## src/rtl/scrc_pkg.sv

```systemverilog
package scrc_pkg;
  localparam int unsigned SCRC_WORD_W   = 16;
  localparam int unsigned SCRC_SECTOR_N = 32;
  localparam logic [15:0] SCRC_POLY     = 16'hA001;
  localparam logic [15:0] SCRC_INIT     = 16'h0000;
endpackage

```

## src/rtl/scrc_rst_sync.sv

```systemverilog
module scrc_rst_sync (
  input  logic clk,
  input  logic rst_n,
  output logic rst_sync_n
);
  logic [1:0] sync_q;

  always_ff @(posedge clk or negedge rst_n) begin
    if (!rst_n) sync_q <= 2'b00;
    else        sync_q <= {sync_q[0], 1'b1};
  end

  assign rst_sync_n = sync_q[1];
endmodule

```

## src/rtl/scrc_seq.sv

```systemverilog
module scrc_seq #(
  parameter int unsigned WORD_W       = 16,
  parameter int unsigned SECTOR_WORDS = 32
) (
  input  logic clk,
  input  logic rst_n,
  input  logic start_i,
  input  logic valid_i,
  output logic ready_o,
  output logic accept_o,
  output logic step_o,
  output logic last_o
);
  localparam int unsigned BIT_CNT_W  = (WORD_W > 1) ? $clog2(WORD_W) : 1;
  localparam int unsigned WORD_CNT_W = (SECTOR_WORDS > 1) ? $clog2(SECTOR_WORDS) : 1;
  localparam logic [BIT_CNT_W-1:0]  LAST_BIT  = BIT_CNT_W'(WORD_W - 1);
  localparam logic [WORD_CNT_W-1:0] LAST_WORD = WORD_CNT_W'(SECTOR_WORDS - 1);

  logic                  busy_q, busy_d;
  logic                  full_q, full_d;
  logic [BIT_CNT_W-1:0]  bit_q, bit_d;
  logic [WORD_CNT_W-1:0] word_q, word_d;
  logic                  word_end;

  assign ready_o  = !busy_q && !full_q;
  assign accept_o = valid_i && ready_o;
  assign step_o   = busy_q && !start_i;
  assign word_end = step_o && (bit_q == LAST_BIT);
  assign last_o   = word_end && (word_q == LAST_WORD);

  always_comb begin
    busy_d = busy_q;
    full_d = full_q;
    bit_d  = bit_q;
    word_d = word_q;
    if (start_i) begin
      busy_d = 1'b0;
      full_d = 1'b0;
      bit_d  = '0;
      word_d = '0;
    end else if (busy_q) begin
      bit_d = bit_q + 1'b1;
      if (word_end) begin
        busy_d = 1'b0;
        bit_d  = '0;
        if (last_o) begin
          full_d = 1'b1;
          word_d = '0;
        end else begin
          word_d = word_q + 1'b1;
        end
      end
    end
    if (accept_o) begin
      busy_d = 1'b1;
      bit_d  = '0;
    end
  end

  always_ff @(posedge clk or negedge rst_n) begin
    if (!rst_n) begin
      busy_q <= 1'b0;
      full_q <= 1'b0;
      bit_q  <= '0;
      word_q <= '0;
    end else begin
      busy_q <= busy_d;
      full_q <= full_d;
      bit_q  <= bit_d;
      word_q <= word_d;
    end
  end
endmodule

```

## src/rtl/scrc_engine.sv

```systemverilog
module scrc_engine #(
  parameter int unsigned     WORD_W = 16,
  parameter logic [15:0]     POLY   = 16'hA001,
  parameter logic [15:0]     INIT   = 16'h0000
) (
  input  logic              clk,
  input  logic              rst_n,
  input  logic              clear_i,
  input  logic              load_i,
  input  logic [WORD_W-1:0] data_i,
  input  logic              step_i,
  output logic [15:0]       crc_next_o
);
  localparam int unsigned CRC_W = 16;

  logic [CRC_W-1:0]  crc_q, crc_d;
  logic [WORD_W-1:0] dat_q, dat_d;
  logic              fb;
  logic [CRC_W-1:0]  stepped;

  assign fb = crc_q[0] ^ dat_q[0];

  for (genvar i = 0; i < CRC_W; i++) begin : g_tap
    if (i == CRC_W - 1) begin : g_top
      assign stepped[i] = fb & POLY[i];
    end else begin : g_mid
      assign stepped[i] = crc_q[i+1] ^ (fb & POLY[i]);
    end
  end

  assign crc_next_o = stepped;

  always_comb begin
    crc_d = crc_q;
    dat_d = dat_q;
    if (clear_i) begin
      crc_d = INIT;
    end else if (step_i) begin
      crc_d = stepped;
      dat_d = dat_q >> 1;
    end
    if (load_i) dat_d = data_i;
  end

  always_ff @(posedge clk or negedge rst_n) begin
    if (!rst_n) begin
      crc_q <= INIT;
      dat_q <= '0;
    end else begin
      crc_q <= crc_d;
      dat_q <= dat_d;
    end
  end
endmodule

```

## src/rtl/scrc_result.sv

```systemverilog
module scrc_result (
  input  logic        clk,
  input  logic        rst_n,
  input  logic        start_i,
  input  logic        capture_i,
  input  logic [15:0] value_i,
  output logic [15:0] result_o,
  output logic        done_o
);
  logic [15:0] res_q, res_d;
  logic        done_q, done_d;
  logic        res_en;

  assign res_en = start_i || capture_i;

  always_comb begin
    done_d = capture_i && !start_i;
    res_d  = start_i ? 16'h0000 : value_i;
  end

  always_ff @(posedge clk or negedge rst_n) begin
    if (!rst_n) begin
      res_q  <= 16'h0000;
      done_q <= 1'b0;
    end else begin
      done_q <= done_d;
      if (res_en) res_q <= res_d;
    end
  end

  assign result_o = res_q;
  assign done_o   = done_q;
endmodule

```

## src/rtl/sector_crc16.sv

```systemverilog
module sector_crc16 #(
  parameter int unsigned WORD_W       = scrc_pkg::SCRC_WORD_W,
  parameter int unsigned SECTOR_WORDS = scrc_pkg::SCRC_SECTOR_N,
  parameter logic [15:0] POLY         = scrc_pkg::SCRC_POLY,
  parameter logic [15:0] INIT         = scrc_pkg::SCRC_INIT
) (
  input  logic              clk,
  input  logic              rst_n,
  input  logic              sos_i,
  input  logic              in_valid,
  input  logic [WORD_W-1:0] in_data,
  output logic              in_ready,
  output logic [15:0]       crc_o,
  output logic              done_o
);
  logic        rst_int_n;
  logic        accept;
  logic        step;
  logic        last;
  logic [15:0] crc_next;

  scrc_rst_sync u_rst (
    .clk        (clk),
    .rst_n      (rst_n),
    .rst_sync_n (rst_int_n)
  );

  scrc_seq #(
    .WORD_W       (WORD_W),
    .SECTOR_WORDS (SECTOR_WORDS)
  ) u_seq (
    .clk      (clk),
    .rst_n    (rst_int_n),
    .start_i  (sos_i),
    .valid_i  (in_valid),
    .ready_o  (in_ready),
    .accept_o (accept),
    .step_o   (step),
    .last_o   (last)
  );

  scrc_engine #(
    .WORD_W (WORD_W),
    .POLY   (POLY),
    .INIT   (INIT)
  ) u_eng (
    .clk        (clk),
    .rst_n      (rst_int_n),
    .clear_i    (sos_i),
    .load_i     (accept),
    .data_i     (in_data),
    .step_i     (step),
    .crc_next_o (crc_next)
  );

  scrc_result u_res (
    .clk       (clk),
    .rst_n     (rst_int_n),
    .start_i   (sos_i),
    .capture_i (last),
    .value_i   (crc_next),
    .result_o  (crc_o),
    .done_o    (done_o)
  );
endmodule

```

## config.mk

```make
export PLATFORM = sky130hd
export DESIGN_NAME = sector_crc16
export DESIGN_NICKNAME = d
export VERILOG_FILES = /design/src/rtl/scrc_pkg.sv /design/src/rtl/scrc_rst_sync.sv /design/src/rtl/scrc_seq.sv /design/src/rtl/scrc_engine.sv /design/src/rtl/scrc_result.sv /design/src/rtl/sector_crc16.sv
export SDC_FILE = /design/constraint.sdc
export NUM_CORES = 1
export LEC_CHECK = 0
export ABC_CLOCK_PERIOD_IN_PS = 4700
export BUFFER_PORTS_ARGS = -buffer_cell sky130_fd_sc_hd__buf_4
export CAP_MARGIN = 20
export CORE_MARGIN = 2
export CORE_UTILIZATION = 60
export DETAILED_ROUTE_END_ITERATION = 8
export GPL_ROUTABILITY_DRIVEN = 1
export GPL_TIMING_DRIVEN = 0
export PLACE_DENSITY = 0.82
export SYNTH_ARGS = -nofsm -noshare
export SYNTH_HDL_FRONTEND = slang
export SYNTH_HIERARCHICAL = 1
export SYNTH_SLANG_ARGS = --single-unit
```

## constraint.sdc

```tcl
create_clock -name clk -period 4.7 [get_ports clk]
set_input_delay 0.94 -clock clk [delete_from_list [all_inputs] [get_ports clk]]
set_output_delay 0.94 -clock clk [all_outputs]
set_load 0.02 [all_outputs]
```

==> impl_metrics.yaml, run 1 <==
synthesis:
  synth_cell_types: 40
  synth-main-ff-cell: "dfrtp_1"
  synth_fp_nets: 282
  synth_area_sq_um: 2900
  synthAdderAreaFrac: 0.0129
  synthTopCellsByCount: "62 x dfrtp_1, 45 x mux2i_1, 36 x nor2_1, 24 x nand2_1"
  synth_top_family_by_area: "multiplexers"
  yosysTopAreaCell: "dfrtp_1"
  yosys.area_share.simple: 0.131
  synth_edf_count: 0
  synth_mux_area_frac: 0.155
  yosysTopAreaCellShare: 0.534
  yosys-top-cells-area: "dfrtp_1 53%, mux2i_1 16%, nor2_1 4.7%"
  syn_area_per_cell_sq_um: 11.2
  yosysMostFrequentCell: "dfrtp_1"
  ys_ff_latch: 62
  async_reset_ff_frac: 1.00
  synth-seq-area-share: 0.534
  synth_xor_area_frac: 0.0233
  synth-compound-area-share: 0.0586
  yosysWarnings: 6
  syn-instance-count: 259
die:
  core_area_sq_um: 4690
  rows: 25
  die_width_um: 73.6
  pin_count: 38
  die_h_um: 73.6
  start_util: 0.619
  die_area_sq_um: 5410
grt:
  grt_overflow_total: 0
  grt_max_degree: 35
  grt_pass1_vias: 1897
  grt_usage: 0.213
  antenna_found_initial: 0
  grt_pass1_wl_mm: 8.56
setup_path:
  cp_slowest_cell: "dfrtp_1"
  critical_path.startpoint: "u_seq/busy_q"
  crit_chain: "nor2_1 > buf_4"
  critPathTopFamily: "flip-flops"
  arrival_ps: 1150
  crit_path_end_kind: "primary output"
  reg2reg_to: "u_res/result_o[7]"
  cp-start-kind: "flip-flop"
  crit_path_max_fanout: 6
  critPathKind: "flip-flop to primary output"
  rr_startpoint: "u_seq/word_q[0]"
  reg2reg_depth: 8
  path_buf_inv: 1
  ff2ff_setup_slack_ps: 2730
  crit_end: "in_ready"
  path_depth: 2
  max_stage_delay_ps: 460
  worstPathRequired_ps: 3760
routing:
  ant_nets: 0
  wl_per_cell_um: 13.9
  num_vias: 1936
  drcViolationCount: 0
  drt-pass1-iter-count: 4
  drt_iter0_markers: 97
  viasPerCell: 5.32
  wl_mm: 5.08
place:
  placed_area_sq_um: 3260
  port_buffers: 36
  gp_congestion: 0.756
  dp_slack_ps: 2400
  place_inst: 350
  dp_hpwl_mm: 3.56
run:
  max_cap_violations: 0
timing:
  finClkSkew_ps: 6.12
  fmax_mhz: 478
  setup_tns_ps: 0
  hold_violations: 0
  rsz0062_at_grt: "no"
  setup_viol: 0
  worst_slack_ps: 2610
  finalCriticalPeriod_ps: 2090
  finalCritPeriodShare: 0.445
  worst_slew_pin_slew_ps: 612
  drv_slew: 0
  hold_ws_ps: 284
  relSlewSlack: 0.592
power_and_ir_drop:
  power_frac_comb: 0.134
  p_clk_frac: 0.338
  p_leak_nw: 1.72
  switchingPower_mw: 0.299
  intPower_mw: 0.853
  p_seq_frac: 0.528
  ir_drop_mv: 0.210
  sw_frac_of_total: 0.259
  power_density_nw_per_um2: 337
  design_power_total_mw: 1.15
clock_network:
  cts_hold_buf: 0
  clock_tree.buffer_depth: 2
  htree_levels: 3
  post_cts.repair.setup_buffers: 0
  cts_tree: "done"
  post_cts_resized: 0
  worstSkewPairLatency_ps: 330
  path_clk_slew_ps: 60
  cts_buffers: 9
  clockRootBuffer: "clkbuf_8"
  cts.sinks: 62
status:
  status: "finished, final reports clean"
finish:
  n_antenna_cell: 0
  final_core_util: 0.729
  fill_cells: 368
  finalNonFillerCells: 364
  syn_to_final_growth_pct: 17.7
  finish.instance_area_sq_um: 3420
  nets: 330
  drive_gt1_frac: 0.258
hold_path:
  worstHoldPathType: "flip-flop to asynchronous set/reset pin"
==> state kept, by name, indices dropped and copies added, names as in the netlist <==
signal and flops:
u_eng/crc_q 16, u_eng/dat_q 16, u_res/done_o 1, u_res/result_o 16, u_rst/sync_q 2, u_seq/bit_q 4
u_seq/busy_q 1, u_seq/full_q 1, u_seq/word_q 5
==> layer usage <==
layer,routed length [um],global-route usage,vias up,part of all wire
li1,-,-,957,-
met1,2270,0.268,929,0.45
met2,2490,0.340,42,0.49
met3,222,0.0590,8,0.044
met4,89,0.103,0,0.018
met5,0,0,-,0
==> area by class of cell <==
cell class | instances | area (sq um) | area share
plain buffers | 28 | 234 | 0.0684
clock buffers | 12 | 145 | 0.0425
clock inverters | 2 | 10.0 | 0.00293
inverters | 2 | 7.51 | 0.00220
multi-input cells | 167 | 1110 | 0.325
flip-flops and latches | 62 | 1550 | 0.454
well taps | 54 | 67.6 | 0.0198
repair buffers | 37 | 290 | 0.0849
==> power by group through the flow <==
stage,Clock [mW],Sequential (mW),Combinational [mW]
after floorplan,0,0.613,0.113
after global placement,0,0.622,0.142
after detailed placement,0,0.618,0.156
after CTS,0.398,0.609,0.157
after global routing,0.424,0.616,0.173
final,0.389,0.608,0.155
==> cells by family after synthesis <==
kind of cell,after synthesis
AO/OA/AOI/OAI,31
XOR/XNOR,6
adder cells (fa/ha/maj),3
buffers and inverters,30
flip-flops,62
multiplexers,45
other,1
AND/OR/NAND/NOR,81
==> layout by cell type (no fill, tap or decap), types with 3 or more instances in the layout <==
cell type / netlist / routed
buf_6: 3 / 3
nand2b_1: 3 / 3
a21oi_1: 7 / 7
buf_12: 2 / 3
buf_4: 16 / 52
ha_1: 3 / 3
dfrtp_1: 62 / 61
xnor2_1: 3 / 3
nand2_1: 24 / 24
o21ai_1: 16 / 16
mux2i_1: 45 / 45
nor2_1: 36 / 36
clkbuf_8: 0 / 10
clkbuf_1: 4 / 6
==> how the worst min path moves through the flow <==
stage / startpoint / endpoint / depth (start not counted)
finish: u_rst/sync_q[1] / u_seq/full_q / 0
global route: u_rst/sync_q[1] / u_eng/crc_q[1] / 0
CTS: u_rst/sync_q[1] / u_eng/crc_q[1] / 0
detailed placement: u_rst/sync_q[1] / u_seq/full_q / 0
global placement: u_rst/sync_q[0] / u_rst/sync_q[1] / 0
floorplan: u_rst/sync_q[0] / u_rst/sync_q[1] / 0
Power figures use the tool's default switching activity.
==> run 2, diff against run 1 <==
ABC_CLOCK_PERIOD_IN_PS = 1760   (was 4700)
CORE_UTILIZATION = 51   (was 60)
PLACE_DENSITY = 0.75   (was 0.82)
clock period = 1.76 ns   (was 4.7 ns; I/O delays follow)
==> impl_metrics.yaml, run 2 (same netlist as run 1, synthesis figures left out) <==
timing:
  hold_ws_ps: 211
  setup_viol: 0
  rsz0062_at_grt: "yes"
  drv_slew: 0
  finalCritPeriodShare: 0.987
  setup_tns_ps: 0
  hold_violations: 0
  finClkSkew_ps: 6.67
  finalCriticalPeriod_ps: 1740
  worst_slew_pin_slew_ps: 546
  worst_slack_ps: 23.1
  fmax_mhz: 576
  relSlewSlack: 0.636
routing:
  drt-pass1-iter-count: 4
  wl_met3_um: 169
  drcViolationCount: 0
  wl_per_cell_um: 12.9
  drt_iter0_markers: 50
  routedLengthMet1_mm: 2.39
  wl_mm: 5.08
  highest_layer: "met4"
  viasPerCell: 5.02
  ant_nets: 0
  num_vias: 1976
  wl_met2_mm: 2.41
grt:
  grt_pass1_vias: 1912
  grt_overflow_total: 0
  grt_pass1_wl_mm: 8.30
  grt_max_degree: 38
  antenna_found_initial: 0
  grt_usage: 0.170
place:
  dp_slack_ps: -113
  placed_area_sq_um: 3290
  gp_congestion: 0.747
  dp_hpwl_mm: 3.35
  place_inst: 368
  port_buffers: 36
hold_path:
  worstHoldPathType: "primary input to flip-flop"
setup_path:
  worstPathRequired_ps: 1980
  critPathKind: "flip-flop to flip-flop"
  cp-start-kind: "flip-flop"
  crit_path_end_kind: "flip-flop"
  crit_path_max_fanout: 7
  arrival_ps: 1950
power_and_ir_drop:
  design_power_total_mw: 3.07
  ir_drop_mv: 0.572
  p_leak_nw: 1.78
  power_density_nw_per_um2: 854
die:
  start_util: 0.527
  pin_count: 38
  die_width_um: 79.5
  rows: 27
  die_h_um: 79.5
  die_area_sq_um: 6310
  core_area_sq_um: 5510
clock_network:
  clock_tree.buffer_depth: 2
  htree_levels: 3
  worstSkewPairLatency_ps: 330
  cts.sinks: 62
  cts_tree: "done"
  clockRootBuffer: "clkbuf_8"
  cts_buffers: 9
  path_clk_slew_ps: 60
run:
  max_cap_violations: 0
finish:
  nets: 342
  finalNonFillerCells: 394
  final_common_cell: "buf_4"
  syn_to_final_growth_pct: 23.6
  final_core_util: 0.652
  n_antenna_cell: 0
  drive_gt1_frac: 0.304
  final_cell_mix: "62 x buf_4, 60 x dfrtp_1, 43 x mux2i_1, 36 x nor2_1, 24 x nand2_1"
  finish.instance_area_sq_um: 3590
status:
  status: "finished, final reports clean"
-- run 2: cell count changes in the layout (fill, tap and decap cells not counted), sizes merged --
| cell | before | now |
|---|---|---|
| dlygate4sd3 | 0 | 1 |
| buf | 61 | 71 |
| clkbuf | 16 | 17 |
-- run 2: worst paths after layout --
path                                 start         endpoint  slack [ps]  cells past startpoint
max in group asynchronous  u_rst/sync_q[1]     u_seq/busy_q         920                      1
hold / removal                       sos_i  u_eng/crc_q[15]         210                      2
setup / recovery           u_seq/word_q[1]     u_res/done_o          20                      8
setup reg to reg           u_seq/word_q[1]     u_res/done_o          20                      8
min in group asynchronous  u_rst/sync_q[1]  u_seq/word_q[2]         250                      0
hold reg to reg            u_rst/sync_q[1]  u_seq/word_q[2]         250                      0
-- run 2: cell type report --
| class | count | area, sq um |
|---|---|---|
| Timing Repair Buffer | 49 | 400 |
| Tap cell | 72 | 90.1 |
| Clock buffer | 12 | 145 |
| Fill cell | 451 | 1920 |
| Buffer | 28 | 239 |
| Clock inverter | 2 | 10.0 |
| Multi-Input combinational cell | 167 | 1140 |
| Inverter | 2 | 7.51 |
| Sequential cell | 62 | 1550 |
-- run 2: worst max-delay path, stage by stage (launching register included) --
cell and delay, ps:
dfrtp_1 380, ha_2 200, and3_4 180, ha_4 180
and3_4 150, buf_8 130, clkbuf_16 150, buf_4 130
nor2b_1 120
-- run 2: report_power, final --
| part | total, mW | internal [mW] | leakage, nW | switching [mW] |
|---|---|---|---|---|
| combinational | 0.410 | 0.213 | 0.865 | 0.197 |
| sequential | 1.62 | 1.54 | 0.829 | 0.0871 |
| clock | 1.03 | 0.530 | 0.0821 | 0.501 |
| total | 3.07 | 2.28 | 1.78 | 0.786 |
-- run 2: layer usage --
layer	vias to the layer above	track usage
li1	976	-
met3	9	0.0373
met4	0	0.0828
met5	-	0
met2	35	0.268
met1	956	0.221
-- run 2: what timing repair did --
| item | 4_1_cts | 5_1_grt |
|---|---|---|
| endpoints found under the setup margin | 12 | 18 |
| gates resized for setup | 4 | 6 |
| endpoints found under the hold margin | 2 | 0 |
| cloned | 0 | 1 |
| pin swaps | 0 | 7 |
| setup buffers | 3 | 7 |
| hold buffers | 1 | 0 |
